**src/rtl/pxplot_pkg.sv**
```systemverilog
package pxplot_pkg;

   // phases of one read-modify-write pixel update
   typedef enum logic [1:0] {
      PX_IDLE  = 2'd0,
      PX_READ  = 2'd1,
      PX_MERGE = 2'd2,
      PX_WRITE = 2'd3
   } px_phase_e;

   // selects how the column is split by the field count
   localparam int PX_DIV_RECIP = 0;
   localparam int PX_DIV_LONG  = 1;

endpackage

```
**src/rtl/pxplot_addr.sv**
```systemverilog
module pxplot_addr
   import pxplot_pkg::*;
#(
   parameter int                COORD_W   = 8,
   parameter int                ADDR_W    = 16,
   parameter int                DATA_W    = 16,
   parameter int                FIELD_W   = 3,
   parameter int                FIELDS    = 5,
   parameter int                ROW_WORDS = 32,
   parameter logic [ADDR_W-1:0] BASE_ADDR = 16'hF000,
   parameter int                DIV_IMPL  = PX_DIV_RECIP
) (
   input  logic [COORD_W-1:0] x_in,
   input  logic [COORD_W-1:0] y_in,
   output logic [ADDR_W-1:0]  word_addr,
   output logic [DATA_W-1:0]  field_mask
);

   localparam int SEL_W     = $clog2(FIELDS);
   localparam int ROW_SHIFT = $clog2(ROW_WORDS);

   // elaboration-time parameter checks
   if (FIELDS < 2) begin : g_bad_fields
      $error("pxplot_addr: FIELDS must be at least 2");
   end
   if (FIELD_W * FIELDS > DATA_W - 1) begin : g_bad_pack
      $error("pxplot_addr: fields do not fit below the top bit of a word");
   end
   if ((1 << ROW_SHIFT) != ROW_WORDS) begin : g_bad_row
      $error("pxplot_addr: ROW_WORDS must be a power of two");
   end
   if (DIV_IMPL == PX_DIV_RECIP && (FIELDS != 5 || COORD_W > 10)) begin : g_bad_recip
      $error("pxplot_addr: reciprocal divider is exact only for five fields and up to 10-bit columns");
   end
   if (DIV_IMPL != PX_DIV_RECIP && DIV_IMPL != PX_DIV_LONG) begin : g_bad_impl
      $error("pxplot_addr: unknown DIV_IMPL");
   end

   logic [COORD_W-1:0] quot;
   logic [SEL_W-1:0]   sel;

   if (DIV_IMPL == PX_DIV_RECIP) begin : g_recip
      // x/5 == (x*205) >> 10, exact for every x below 1024
      localparam int PW = COORD_W + 8;
      logic [PW-1:0]      prod;
      logic [COORD_W-1:0] back;
      assign prod = PW'(x_in) * PW'(205);
      assign quot = COORD_W'(prod >> 10);
      assign back = x_in - COORD_W'(quot * COORD_W'(FIELDS));
      assign sel  = SEL_W'(back);
   end else begin : g_long
      // restoring division by the field count, one bit per step
      logic [SEL_W:0] part;
      always_comb begin
         part = '0;
         quot = '0;
         for (int i = COORD_W - 1; i >= 0; i--) begin
            part = {part[SEL_W-1:0], x_in[i]};
            if (part >= (SEL_W+1)'(FIELDS)) begin
               part    = part - (SEL_W+1)'(FIELDS);
               quot[i] = 1'b1;
            end
         end
         sel = part[SEL_W-1:0];
      end
   end

   // field 0 sits just below the top bit, later fields follow downwards
   logic [DATA_W-1:0] mask_tab [FIELDS];
   for (genvar f = 0; f < FIELDS; f++) begin : g_mask
      localparam int LSB = DATA_W - 1 - FIELD_W * (f + 1);
      assign mask_tab[f] = DATA_W'({FIELD_W{1'b1}}) << LSB;
   end

   always_comb begin
      field_mask = '0;
      for (int f = 0; f < FIELDS; f++) begin
         if (32'(sel) == f) field_mask = mask_tab[f];
      end
   end

   assign word_addr = BASE_ADDR + (ADDR_W'(y_in) << ROW_SHIFT) + ADDR_W'(quot);

endmodule

```
**src/rtl/pxplot_seq.sv**
```systemverilog
module pxplot_seq
   import pxplot_pkg::*;
(
   input  logic clk,
   input  logic rst,
   input  logic coord_valid,
   output logic accept,
   output logic rd_phase,
   output logic mrg_phase,
   output logic wr_phase,
   output logic busy,
   output logic done
);

   px_phase_e phase_q, phase_d;

   assign accept = coord_valid && (phase_q == PX_IDLE);

   always_comb begin
      phase_d = phase_q;
      unique case (phase_q)
         PX_IDLE:  if (accept) phase_d = PX_READ;
         PX_READ:  phase_d = PX_MERGE;
         PX_MERGE: phase_d = PX_WRITE;
         PX_WRITE: phase_d = PX_IDLE;
         default:  phase_d = PX_IDLE;
      endcase
   end

   always_ff @(posedge clk) begin
      if (rst) begin
         phase_q <= PX_IDLE;
         done    <= 1'b0;
      end else begin
         phase_q <= phase_d;
         done    <= (phase_q == PX_WRITE);
      end
   end

   assign rd_phase  = (phase_q == PX_READ);
   assign mrg_phase = (phase_q == PX_MERGE);
   assign wr_phase  = (phase_q == PX_WRITE);
   assign busy      = (phase_q != PX_IDLE);

endmodule

```
**src/rtl/pxplot_dp.sv**
```systemverilog
module pxplot_dp #(
   parameter int ADDR_W = 16,
   parameter int DATA_W = 16
) (
   input  logic              clk,
   input  logic              rst,
   input  logic              accept,
   input  logic              rd_phase,
   input  logic              mrg_phase,
   input  logic              wr_phase,
   input  logic [ADDR_W-1:0] next_addr,
   input  logic [DATA_W-1:0] next_mask,
   input  logic [DATA_W-1:0] mem_rdata,
   output logic              mem_en,
   output logic              mem_we,
   output logic [ADDR_W-1:0] mem_addr,
   output logic [DATA_W-1:0] mem_wdata
);

   logic [ADDR_W-1:0] addr_q;
   logic [DATA_W-1:0] mask_q;
   logic [DATA_W-1:0] word_q;

   // address and mask are captured with the position, so the divider
   // sits only between the input pins and these registers
   always_ff @(posedge clk) begin
      if (rst) begin
         addr_q <= '0;
         mask_q <= '0;
         word_q <= '0;
      end else begin
         if (accept) begin
            addr_q <= next_addr;
            mask_q <= next_mask;
         end
         if (mrg_phase) word_q <= mem_rdata | mask_q;
      end
   end

   assign mem_en    = rd_phase | wr_phase;
   assign mem_we    = wr_phase;
   assign mem_addr  = addr_q;
   assign mem_wdata = wr_phase ? word_q : '0;

endmodule

```
**src/rtl/pxplot_top.sv**
```systemverilog
module pxplot_top
   import pxplot_pkg::*;
#(
   parameter int                COORD_W   = 8,
   parameter int                ADDR_W    = 16,
   parameter int                DATA_W    = 16,
   parameter int                FIELD_W   = 3,
   parameter int                FIELDS    = 5,
   parameter int                ROW_WORDS = 32,
   parameter logic [ADDR_W-1:0] BASE_ADDR = 16'hF000,
   parameter int                DIV_IMPL  = PX_DIV_RECIP
) (
   input  logic                 clk,
   input  logic                 rst,
   input  logic                 coord_valid,
   input  logic [2*COORD_W-1:0] coord,
   output logic                 busy,
   output logic                 done,
   output logic                 mem_en,
   output logic                 mem_we,
   output logic [ADDR_W-1:0]    mem_addr,
   output logic [DATA_W-1:0]    mem_wdata,
   input  logic [DATA_W-1:0]    mem_rdata
);

   logic [COORD_W-1:0] col;
   logic [COORD_W-1:0] row;
   logic [ADDR_W-1:0]  calc_addr;
   logic [DATA_W-1:0]  calc_mask;
   logic               accept;
   logic               rd_phase;
   logic               mrg_phase;
   logic               wr_phase;

   assign col = coord[2*COORD_W-1:COORD_W];
   assign row = coord[COORD_W-1:0];

   pxplot_addr #(
      .COORD_W   (COORD_W),
      .ADDR_W    (ADDR_W),
      .DATA_W    (DATA_W),
      .FIELD_W   (FIELD_W),
      .FIELDS    (FIELDS),
      .ROW_WORDS (ROW_WORDS),
      .BASE_ADDR (BASE_ADDR),
      .DIV_IMPL  (DIV_IMPL)
   ) addr_i (
      .x_in       (col),
      .y_in       (row),
      .word_addr  (calc_addr),
      .field_mask (calc_mask)
   );

   pxplot_seq seq_i (
      .clk         (clk),
      .rst         (rst),
      .coord_valid (coord_valid),
      .accept      (accept),
      .rd_phase    (rd_phase),
      .mrg_phase   (mrg_phase),
      .wr_phase    (wr_phase),
      .busy        (busy),
      .done        (done)
   );

   pxplot_dp #(
      .ADDR_W (ADDR_W),
      .DATA_W (DATA_W)
   ) dp_i (
      .clk       (clk),
      .rst       (rst),
      .accept    (accept),
      .rd_phase  (rd_phase),
      .mrg_phase (mrg_phase),
      .wr_phase  (wr_phase),
      .next_addr (calc_addr),
      .next_mask (calc_mask),
      .mem_rdata (mem_rdata),
      .mem_en    (mem_en),
      .mem_we    (mem_we),
      .mem_addr  (mem_addr),
      .mem_wdata (mem_wdata)
   );

endmodule

```
**config.mk**
```make
export PLATFORM = sky130hd
export DESIGN_NAME = pxplot_top
export DESIGN_NICKNAME = d
export VERILOG_FILES = /design/src/rtl/pxplot_pkg.sv /design/src/rtl/pxplot_addr.sv /design/src/rtl/pxplot_seq.sv /design/src/rtl/pxplot_dp.sv /design/src/rtl/pxplot_top.sv
export SDC_FILE = /design/constraint.sdc
export NUM_CORES = 1
export LEC_CHECK = 0
export CAP_MARGIN = 15
export CORE_MARGIN = 5
export CORE_UTILIZATION = 40
export CTS_CLUSTER_SIZE = 40
export DETAILED_ROUTE_END_ITERATION = 8
export GPL_ROUTABILITY_DRIVEN = 1
export HOLD_SLACK_MARGIN = 0.06
export PLACE_DENSITY = 0.64
export SETUP_SLACK_MARGIN = 0.2
export SYNTH_ARGS = -nofsm -noshare
export SYNTH_HDL_FRONTEND = slang
export SYNTH_SLANG_ARGS = --single-unit
```
**constraint.sdc**
```tcl
create_clock -name clk -period 11.55 [get_ports clk]
set_input_delay 2.31 -clock clk [delete_from_list [all_inputs] [get_ports clk]]
set_output_delay 2.31 -clock clk [all_outputs]
set_load 0.05 [all_outputs]
```
==> metrics.txt <==
Longest Clk Path Bufs 2; Mapped Avg Cell Area 8.97 um2; syn nets ~410; RSZ-0062 raised after global routing no; Seq/Total Area, Yosys 0.282; PostCTS Resize Cnt 0; Initial Util 0.414; final slew viol count 0; port buffer count 70; number of flops mapped to enable cells by yosys 0; io pins 71; cell taking the most area after synthesis dfxtp_1; Area Overhead vs Synth 30.2%; Synth Register Bits 40; hold crit path type reg -> reg; layout cell share with drive strength beyond 1 0.0235; clock tree root buffer cell clkbuf_8; Critical Path RT around 12 ns; clk_skew 0.00558 ns; Yosys warning total 0; GR Util met3 0.0296; Pwr Density 205 nW/um2; maximum VDD drop 73.3 uV; DR iter-0 viols 70; Static Leak 1.62 nW; Synth cell types 38; initial antenna violation count 0; part of the cycle the worst path needs 0.652; Worst R2R Path Depth 6; GR Overflow Total 0; Non-Filler Instances 479; clk sinks 40; Final Setup Violations 0; Detail Route Antenna Nets 0; global routing's busiest layer met2; # nets final between 400 and 500; HPWL Detailed between 5000 and 6000 um; Pre-Repair DR Iteration Count 4; RD Place Congestion 0.833; Max H-tree Level 2; Multi-input gate area roughly 1900 um2; slew margin rel. 0.466; post-synthesis cell count 317; crit-path max cell delay 0.53 ns; CTS tree built; FF-to-FF setup slack 9.53 ns; postcts setup bufs 0; worst hold margin between 0.4 and 0.5 ns; Rows 30; Total Power 0.759 mW; Worst-Skew Late Latency between 0.2 and 0.3 ns; number of global-route vias before repair 2,254; GRT met1 Usage 0.180; Final Critical Period 7.54 ns; outcome complete, no violations; Area contributors post-synth dfxtp_1 28%, ha_1 22%, fa_1 8.5%; hold worst-path end dp_i.mask_q[5]$_SDFFE_PP0P_; slowest CP cell fa_1; Worst-Margin Slew 0.801 ns; total track usage 0.144; Worst EP arrival 7.69 ns; r2r startpoint seq_i.phase_q[0]$_SDFFE_PP0P_; crit-path cells clkdlybuf4s50_1 > ha_1 > fa_1 > fa_1 > inv_1 > fa_1 > inv_1 > ha_1 > a21o_1 > a221o_1 > a221oi_1 > o21bai_1 > a21oi_1 > xnor2_1 > ha_1 > ha_1 > nand3_1 > nor2_1 > a211oi_1 > a21oi_1 > nor2_1; top cell type's share of synthesized area 0.282; CTS clk-pin slew, worst paths 0.06 ns; Vias 2,306; mapped cell area 2840 um2; DR WL/cell 12.9 um; Setup CP Type in -> reg; dpl cells 474; drt drc 0; Die Ht 94.3 um; largest net degree at the start of global routing 41; hold path start dp_i.mask_q[5]$_SDFFE_PP0P_; CP endpoint kind register; final hold vios 0; Hold Buf Count CTS 0; Die X 94.3 um; core area 6870 um2; Hold Path Depth 2; setup_tns 0 ns; Critical R2R Capture dp_i.mask_q[8]$_SDFFE_PP0P_; CP dominant cell by count ha_1; WL final 6160 um; layout filler cell count around 650; CP max FO 4; # diodes 0; die area 8890 um2; met2 Use GR 0.250; max cap viols 0; Num CTS Buffers 5; FFs w/ async S/R, synth 0; first-pass GRT wire length 10,400 um; max frequency 133 MHz; vias per cell 4.81; Worst setup SP type input port; Sequential Area 801 um2; Top FF cell, synth dfxtp_1
cell usage after synthesis, drive strengths merged (5+ instances only):
library cell,n
ha,50
dfxtp,40
inv,35
nor2,29
nand2,24
and2,17
o22ai,16
a21oi,14
xnor2,13
fa,12
a211oi,7
nand2b,7
clkbuf,6
nand3,5
o21ai,5
power breakdown:
group / switching (mW) / internal [mW]
combinational: 0.283 / 0.194
sequential: 0.0208 / 0.181
clock: 0.0406 / 0.0389
routing by layer:
layer	up-vias	wire (um)
li1	1203	-
met1	1047	2760
met2	52	3070
met3	4	293
met4	0	39
met5	-	0
critical path, delay by kind of cell:
family                     cells  cell delay (ns)
xor gates and xnor gates       1             0.16
adders and majority gates      7             2.68
AOI/OAI and AO/OA              7             1.59
buffers and inverters          3             0.58
and+or+nand+nor                3             0.35
sequential cells by signal (all words and copies together) (netlist names):
signal / count
dp_i.mem_addr: 16
seq_i.done: 1
dp_i.mask_q: 5
seq_i.phase_q: 2
dp_i.word_q: 16
cell families after synthesis:
group / synth area share
simple gates: 0.159
compound gates: 0.131
flops: 0.282
fa+ha+maj: 0.305
xor+xnor: 0.0603
buf+inv: 0.0594
mux: 0.00352
cell usage in the layout (no fill, tap or decap), types with 7 or more instances in the layout:
cell             instances
a211oi_1                 7
a21oi_1                 14
and2_1                  17
clkdlybuf4s50_1         70
dfxtp_1                 40
fa_1                    12
ha_1                    50
inv_1                   35
nand2_1                 24
nand2b_1                 7
nor2_1                  29
o22ai_1                 16
xnor2_1                 13
worst max-delay path by stage:
stage | slack (ns) | to | cells after the start | from
after floorplan | 4.54 | dp_i.mask_q[8]$_SDFFE_PP0P_ | 17 | coord[13]
after global placement | 3.74 | dp_i.mem_addr[15]$_SDFFE_PP0P_ | 21 | coord[9]
after detailed placement | 3.66 | dp_i.mem_addr[13]$_SDFFE_PP0P_ | 21 | coord[9]
after CTS | 3.96 | dp_i.mem_addr[13]$_SDFFE_PP0P_ | 21 | coord[9]
after global routing | 3.70 | dp_i.mem_addr[12]$_SDFFE_PP0P_ | 21 | coord[9]
final | 4.01 | dp_i.mem_addr[13]$_SDFFE_PP0P_ | 21 | coord[9]
final cells by class:
cell class,count,share of cell area
flip-flops and latches,40,0.216
repair buffers,71,0.191
clock buffers,5,0.0186
inverters,35,0.0355
multi-input cells,232,0.506
well taps,96,0.0324
through the flow:
step / cell area (um2) / util / worst slack [ns]
floorplan: 2840 / - / 4.54
global placement: 3630 / 0.529 / 3.74
detailed placement: 3630 / 0.529 / 3.66
CTS: 3700 / 0.539 / 3.96
global route: 3700 / 0.539 / 3.70
finish: 3700 / 0.539 / 4.01
Note: power is estimated with default switching activity, not from simulation.
